--- config.mk ---
export PLATFORM = sky130hd
export DESIGN_NAME = mbox_regif
export DESIGN_NICKNAME = d
export VERILOG_FILES = /design/src/rtl/mbox_pkg.sv /design/src/rtl/mbox_fifo.sv /design/src/rtl/mbox_flags.sv /design/src/rtl/mbox_regif.sv
export SDC_FILE = /design/constraint.sdc
export NUM_CORES = 1
export LEC_CHECK = 0
export BUFFER_PORTS_ARGS = -buffer_cell sky130_fd_sc_hd__buf_2
export CORE_UTILIZATION = 55
export CTS_CLUSTER_SIZE = 40
export DETAILED_ROUTE_END_ITERATION = 10
export PLACE_DENSITY_LB_ADDON = 0.3
export RECOVER_POWER = 25
export SKIP_LAST_GASP = 1
export SLEW_MARGIN = 5
export SYNTH_ARGS = -nofsm -noshare
export SYNTH_HDL_FRONTEND = slang
export SYNTH_SLANG_ARGS = --single-unit
export TNS_END_PERCENT = 5
--- constraint.sdc ---
create_clock -name clk -period 5.4 [get_ports clk]
set_clock_uncertainty 0.05 [all_clocks]
set_input_delay 0.54 -clock clk [delete_from_list [all_inputs] [get_ports clk]]
set_output_delay 0.54 -clock clk [all_outputs]
set_load 0.05 [all_outputs]
--- src/rtl/mbox_pkg.sv ---
// Package mbox_pkg
// Shared constants for the host mailbox register block: window size,
// word offsets and the bit positions of the four event sources.
package mbox_pkg;
    localparam int          REG_WORDS = 8;
    localparam int          ADDR_W    = $clog2(REG_WORDS);
    localparam int          NUM_EV    = 4;
    localparam int          BYTE_W    = 8;
    localparam int          BYTE_LSB  = 8;

    localparam logic [ADDR_W-1:0] OFF_INTR = ADDR_W'(0);
    localparam logic [ADDR_W-1:0] OFF_DATA = ADDR_W'(1);
    localparam logic [ADDR_W-1:0] OFF_STAT = ADDR_W'(2);

    localparam int EV_TXE  = 0;
    localparam int EV_TXNF = 1;
    localparam int EV_RXNE = 2;
    localparam int EV_RXO  = 3;
endpackage

--- src/rtl/mbox_fifo.sv ---
// Module mbox_fifo
// Circular-buffer FIFO with first-word-fall-through head output.
// Assumes: a push while full is dropped even if a pop happens in the
// same cycle; a pop while empty is ignored. Synchronous active-low reset.
module mbox_fifo #(
    parameter int DEPTH = 8,
    parameter int WIDTH = 8
) (
    input  logic             clk,
    input  logic             rst_n,
    input  logic             push,
    input  logic [WIDTH-1:0] push_data,
    input  logic             pop,
    output logic [WIDTH-1:0] head,
    output logic             empty,
    output logic             full
);
    localparam int PTR_W = (DEPTH > 1) ? $clog2(DEPTH) : 1;
    localparam int CNT_W = $clog2(DEPTH + 1);

    logic [WIDTH-1:0] store [DEPTH];
    logic [PTR_W-1:0] wr_ptr, rd_ptr;
    logic [CNT_W-1:0] count;
    logic             do_push, do_pop;

    assign empty   = (count == '0);
    assign full    = (count == CNT_W'(DEPTH));
    assign do_push = push && !full;
    assign do_pop  = pop && !empty;
    assign head    = store[rd_ptr];

    // Write accepted bytes into the buffer.
    always_ff @(posedge clk) begin
        if (do_push) store[wr_ptr] <= push_data;
    end

    // Advance pointers and occupancy count.
    always_ff @(posedge clk) begin
        if (!rst_n) begin
            wr_ptr <= '0;
            rd_ptr <= '0;
            count  <= '0;
        end else begin
            if (do_push)
                wr_ptr <= (wr_ptr == PTR_W'(DEPTH - 1)) ? '0 : wr_ptr + 1'b1;
            if (do_pop)
                rd_ptr <= (rd_ptr == PTR_W'(DEPTH - 1)) ? '0 : rd_ptr + 1'b1;
            case ({do_push, do_pop})
                2'b10:   count <= count + 1'b1;
                2'b01:   count <= count - 1'b1;
                default: count <= count;
            endcase
        end
    end


    count_bound_chk: assert property (@(posedge clk) disable iff (!rst_n)
        count <= CNT_W'(DEPTH));


    full_drop_chk: assert property (@(posedge clk) disable iff (!rst_n)
        (push && full && !pop) |=> $stable(count));


    empty_pop_chk: assert property (@(posedge clk) disable iff (!rst_n)
        (pop && empty && !push) |=> $stable(count));
endmodule

--- src/rtl/mbox_flags.sv ---
// Module mbox_flags
// Request flags, enable masks and the interrupt line.
// Assumes: cond[] is the event condition seen this cycle; a set from
// cond wins over a clear in the same cycle; irq is combinational from
// the flag and mask registers.
module mbox_flags #(
    parameter int NUM_EV = 4
) (
    input  logic              clk,
    input  logic              rst_n,
    input  logic [NUM_EV-1:0] cond,
    input  logic [NUM_EV-1:0] clr,
    input  logic              mask_we,
    input  logic [NUM_EV-1:0] mask_wdata,
    output logic [NUM_EV-1:0] req,
    output logic [NUM_EV-1:0] mask,
    output logic              irq
);
    // Latch request flags: clear by write-one, set by condition.
    always_ff @(posedge clk) begin
        if (!rst_n) req <= '0;
        else        req <= (req & ~clr) | cond;
    end

    // Hold the per-source enable masks.
    always_ff @(posedge clk) begin
        if (!rst_n)       mask <= '0;
        else if (mask_we) mask <= mask_wdata;
    end

    assign irq = |(req & mask);


    for (genvar k = 0; k < NUM_EV; k++) begin : g_clr
        clear_chk: assert property (@(posedge clk) disable iff (!rst_n)
            (clr[k] && !cond[k]) |=> !req[k]);
    end


    sticky_set_chk: assert property (@(posedge clk) disable iff (!rst_n)
        cond[NUM_EV-1] |=> req[NUM_EV-1]);


    mask_off_chk: assert property (@(posedge clk) disable iff (!rst_n)
        (mask_we && mask_wdata == '0) |=> !irq);
endmodule

--- src/rtl/mbox_regif.sv ---
// Module mbox_regif
// Host register window over a transmit FIFO and a receive FIFO, with
// four latched event requests and a maskable interrupt.
// Assumes: at most one host access per cycle; read data is registered;
// the controller receive path has no backpressure.
module mbox_regif
    import mbox_pkg::*;
#(
    parameter int TX_DEPTH = 8,
    parameter int RX_DEPTH = 8
) (
    input  logic              clk,
    input  logic              rst_n,
    input  logic              bus_valid,
    input  logic              bus_write,
    input  logic [2:0]        bus_addr,
    input  logic [31:0]       bus_wdata,
    output logic [31:0]       bus_rdata,
    output logic              ctl_tx_valid,
    input  logic              ctl_tx_ready,
    output logic [7:0]        ctl_tx_data,
    input  logic              ctl_rx_valid,
    input  logic [7:0]        ctl_rx_data
    ,
    output logic              irq
);
    logic              wr, rd;
    logic              tx_empty, tx_full, rx_empty, rx_full;
    logic [BYTE_W-1:0] tx_head, rx_head, wr_byte;
    logic              ovf_evt;
    logic [NUM_EV-1:0] cond, clr, req, mask;
    logic [31:0]       stat_word, intr_word, data_word;
    logic              unused_wbits;

    assign wr      = bus_valid && bus_write;
    assign rd      = bus_valid && !bus_write;
    assign wr_byte = bus_wdata[BYTE_LSB +: BYTE_W];
    assign unused_wbits = ^bus_wdata[31:16];

    mbox_fifo #(.DEPTH(TX_DEPTH), .WIDTH(BYTE_W)) u_tx_fifo (
        .clk       (clk),
        .rst_n     (rst_n),
        .push      (wr && bus_addr == OFF_DATA),
        .push_data (wr_byte),
        .pop       (ctl_tx_ready),
        .head      (tx_head),
        .empty     (tx_empty),
        .full      (tx_full)
    );

    mbox_fifo #(.DEPTH(RX_DEPTH), .WIDTH(BYTE_W)) u_rx_fifo (
        .clk       (clk),
        .rst_n     (rst_n),
        .push      (ctl_rx_valid),
        .push_data (ctl_rx_data),
        .pop       (rd && bus_addr == OFF_DATA),
        .head      (rx_head),
        .empty     (rx_empty),
        .full      (rx_full)
    );

    assign ctl_tx_valid = !tx_empty;
    assign ctl_tx_data  = tx_head;
    assign ovf_evt      = ctl_rx_valid && rx_full;

    // Gather event conditions and write-one clears.
    always_comb begin
        cond          = '0;
        cond[EV_TXE]  = tx_empty;
        cond[EV_TXNF] = !tx_full;
        cond[EV_RXNE] = !rx_empty;
        cond[EV_RXO]  = ovf_evt;
        clr = (wr && bus_addr == OFF_STAT) ? bus_wdata[NUM_EV-1:0] : '0;
    end

    mbox_flags #(.NUM_EV(NUM_EV)) u_flags (
        .clk        (clk),
        .rst_n      (rst_n),
        .cond       (cond),
        .clr        (clr),
        .mask_we    (wr && bus_addr == OFF_INTR),
        .mask_wdata (bus_wdata[2*NUM_EV-1:NUM_EV]),
        .req        (req),
        .mask       (mask),
        .irq        (irq)
    );

    // Assemble the readable words.
    always_comb begin
        intr_word = {24'b0, mask, req};
        stat_word = '0;
        stat_word[EV_TXE]  = tx_empty;
        stat_word[EV_TXNF] = !tx_full;
        stat_word[EV_RXNE] = !rx_empty;
        stat_word[EV_RXO]  = req[EV_RXO];
        data_word = '0;
        if (!rx_empty) data_word[BYTE_LSB +: BYTE_W] = rx_head;
    end

    // Register host read data on each read access.
    always_ff @(posedge clk) begin
        if (!rst_n) bus_rdata <= '0;
        else if (rd) begin
            case (bus_addr)
                OFF_INTR: bus_rdata <= intr_word;
                OFF_DATA: bus_rdata <= data_word;
                OFF_STAT: bus_rdata <= stat_word;
                default:  bus_rdata <= '0;
            endcase
        end
    end


    reserved_zero_chk: assert property (@(posedge clk) disable iff (!rst_n)
        (rd && bus_addr > OFF_STAT) |=> bus_rdata == '0);


    empty_read_chk: assert property (@(posedge clk) disable iff (!rst_n)
        (rd && bus_addr == OFF_DATA && rx_empty) |=> bus_rdata == '0);
endmodule

==> metrics.md <==
| Metric | Value |
|---|---|
| Status | `completed` |
| Number of distinct library cells after synthesis | `49` |
| Num CTS Buffers | `17` |
| Mapped Area | `7298 µm²` |
| Final setup violation count | `0` |
| DR vias/cell | `5.601` |
| Setup_tns | `0 ps` |
| Skew-Pair Late Insertion Delay | `420 ps` |
| Gate Count Post-Synth | `452` |
| Hold buffers post-CTS | `0` |
| CP Class | `reg2out` |
| Worst setup SP type | `flop` |
| Die Height | `117.2 µm` |
| 1st-pass router iterations | `4` |
| Critical path endpoint category | `output pin` |
| CP required | `4810 ps` |
| GPL Wtd Cong | `0.7450` |
| Largest area contributor in the netlist | `edfxtp_1` |
| DRC Markers | `0` |
| Slew @ Worst Pin | `1091 ps` |
| Unrepaired setup endpoints after global routing | `false` |
| DPL Wire Length | `8.382 mm` |
| Share of layout cells above drive strength 1 | `between 20% and 30%` |
| Number of global-route vias before repair | `3824` |
| Worst hold margin | `338.8 ps` |
| # fillers | `903` |
| Io pins | `91` |
| Fmax | `315.1 MHz` |
| Ys Warns | `0` |
| CP Max Fanout | `16` |
| WL final | `12.84 mm` |
| Postcts setup bufs | `0` |
| Reg-to-reg slack, setup | `2590 ps` |
| Full die area | `around 14000 µm²` |
| Drt wl/cell | `between 15 and 20 µm` |
| Worst-path clk slew | `60 ps` |
| Crit-path cells | `mux4_2 -> mux2_2 -> buf_2` |
| H-tree Lvls | `4` |
| CTS tree | `yes` |
| Critical path arrival | `2580 ps` |
| CP max stage delay | `around 1000 ps` |
| DRT antenna net count | `0` |
| #FFs+latches synth | `178` |
| Clock Tree Buf Depth | `2` |
| Power Density | `340.5 nW/µm²` |
| Core Rows | `41` |
| Rel. slew slack | `~27%` |
| Post-synth ARST share | `0%` |
| Mean Syn Cell Area | `16.15 µm²` |
| Grt total ovfl | `0` |
| ANT cells | `0` |
| Crit share post-route | `58.77%` |
| Gr usage total | `about a fifth` |
| Area share of the largest cell type after synthesis | `52.67%` |
| CP max stage cell | `dfxtp_1` |
| Hold Crit Class | `in2reg` |
| Initial antenna violation count | `0` |
| First-pass GRT wire length | `approximately 20 mm` |
| Vias | `3943` |
| Leakage power | `0.002898 µW` |
| Initial DRC Count | `roughly 240` |
| Die width | `between 100 and 150 µm` |
| Initial Utilization | `57.14%` |
| Root buf cell | `clkbuf_16` |
| Pin count of the biggest net entering global routing | `42` |
| Final hold violations | `0` |
| Top FF cell, synth | `edfxtp_1` |
| # port buffers | `58` |
| Post-CTS Resized | `0` |
| Clock Sinks | `178` |
| Max Cap Viol | `0` |
| EDFF count, synth | `around 130` |
| Seq/Total Area, Yosys | `between 60% and 70%` |
| Syn-to-layout area delta | `13.03%` |
| Max VDD drop | `0.2296 mV` |
| Top cells by area, synth | `edfxtp_1 53%, dfxtp_1 14%, mux4_2 6.5%, mux4_1 4.0%, mux2_2 2.5%` |
| Nets | `582` |
| Core ar. | `12770 µm²` |
| Max-slew violations | `0` |
| Post-layout minimum cycle time | `3174 ps` |
where the power goes:
| group | switching, µW | internal (µW) | leakage (µW) | total (µW) |
|---|---|---|---|---|
| clock | 511 | 641 | 0.000273 | 1150 |
| combinational | 101 | 56.6 | 0.00106 | 158 |
| sequential | 18.2 | 1480 | 0.00156 | 1500 |
| total | 630 | 2180 | 0.00290 | 2810 |
worst max-delay path: cells and delay by family, from the launching register on:
kind,cells,cell delay (ps)
buffers and inverters,1,210
flip-flops,1,1040
multiplexers,2,910
cell usage after synthesis (all sizes together), types with 6 or more instances:
cell type / number
edfxtp: 128
nor2b: 14
buf: 25
nand2: 28
nor2: 11
a22o: 8
clkbuf: 10
dfxtp: 50
or3: 6
nor3: 9
o21ai: 10
mux2i: 10
ha: 14
mux4: 32
a22oi: 6
nand2b: 8
nand3: 10
mux2: 16
a21boi: 16
cells by family after synthesis:
| family | after synthesis | synth area share (%) |
|---|---|---|
| other | 1 | 0.05138 |
| multiplexers | 58 | 14.28 |
| XOR/XNOR | 6 | 0.7200 |
| adder cells (fa/ha/maj) | 14 | 2.400 |
| buffers and inverters | 39 | 3.360 |
| flip-flops | 178 | 66.38 |
| AO/OA/AOI/OAI | 52 | 5.126 |
| AND/OR/NAND/NOR | 104 | 7.680 |
layout by cell type, fill, tap and decap left out, types with 3 or more instances in the layout:
cell / instances
nand2_1: 28
buf_4: 10
o21a_1: 3
o21ai_0: 10
mux2i_1: 10
mux4_1: 11
inv_1: 3
edfxtp_1: 128
clkinv_2: 4
or3_1: 6
dfxtp_1: 50
ha_1: 14
clkbuf_1: 12
a21boi_0: 15
buf_2: 47
nand3_1: 10
clkbuf_16: 17
inv_6: 4
nor2b_1: 14
xor2_1: 4
conb_1: 16
nor4_1: 4
and2_1: 3
nor2_1: 11
mux4_2: 21
a22oi_1: 6
a22o_1: 8
mux2_2: 16
nand2b_1: 8
nor3_1: 9
a21oi_1: 3
through the flow:
step	utilization, %	setup slack [ps]	power (µW)	instance area, µm²	std cells
after floorplan	-	2652	1650	7355	467
after global placement	60.32	2620	1682	7705	672
after detailed placement	60.32	2574	1689	7705	672
after CTS	64.69	2113	2835	8263	704
after global routing	64.58	2008	2894	8249	704
final	64.58	2226	2809	8249	704
area by class of cell:
cell class              count  area (µm²)  area share [%]
clock buffers              18       429.2           5.202
clock inverters            14       128.9           1.562
well taps                 172       215.2           2.609
flip-flops and latches    178        4845           58.73
multi-input cells         250        2265           27.45
repair buffers             68       351.6           4.262
inverters                   4       15.01          0.1820
metal layers:
metal | global-route usage (%) | wire [µm]
met5 | 0 | 0
met4 | 8.523 | 199
met3 | 4.583 | 486
met2 | 34.08 | 6590
met1 | 24.72 | 5565
worst paths after layout:
kind / startpoint / endpoint / cells past startpoint
max: flop / ctl_tx_data[4] / 3
min: bus_wdata[5] / u_flags.mask[1] / 3
max reg2reg: u_tx_fifo.count[0] / u_tx_fifo.count[2] / 11
min reg2reg: bus_rdata[1] / bus_rdata[1] / 2
flip-flops by register name (all words and copies together) (netlist names), named ones only:
name,count
u_rx_fifo.store,64
u_tx_fifo.store,64
bus_rdata,16
u_flags.mask,4
u_flags.req,4
u_rx_fifo.count,4
u_tx_fifo.count,4
u_rx_fifo.rd_ptr,3
u_rx_fifo.wr_ptr,3
u_tx_fifo.rd_ptr,3
u_tx_fifo.wr_ptr,3
No activity file was read; power rests on OpenSTA's default activity.
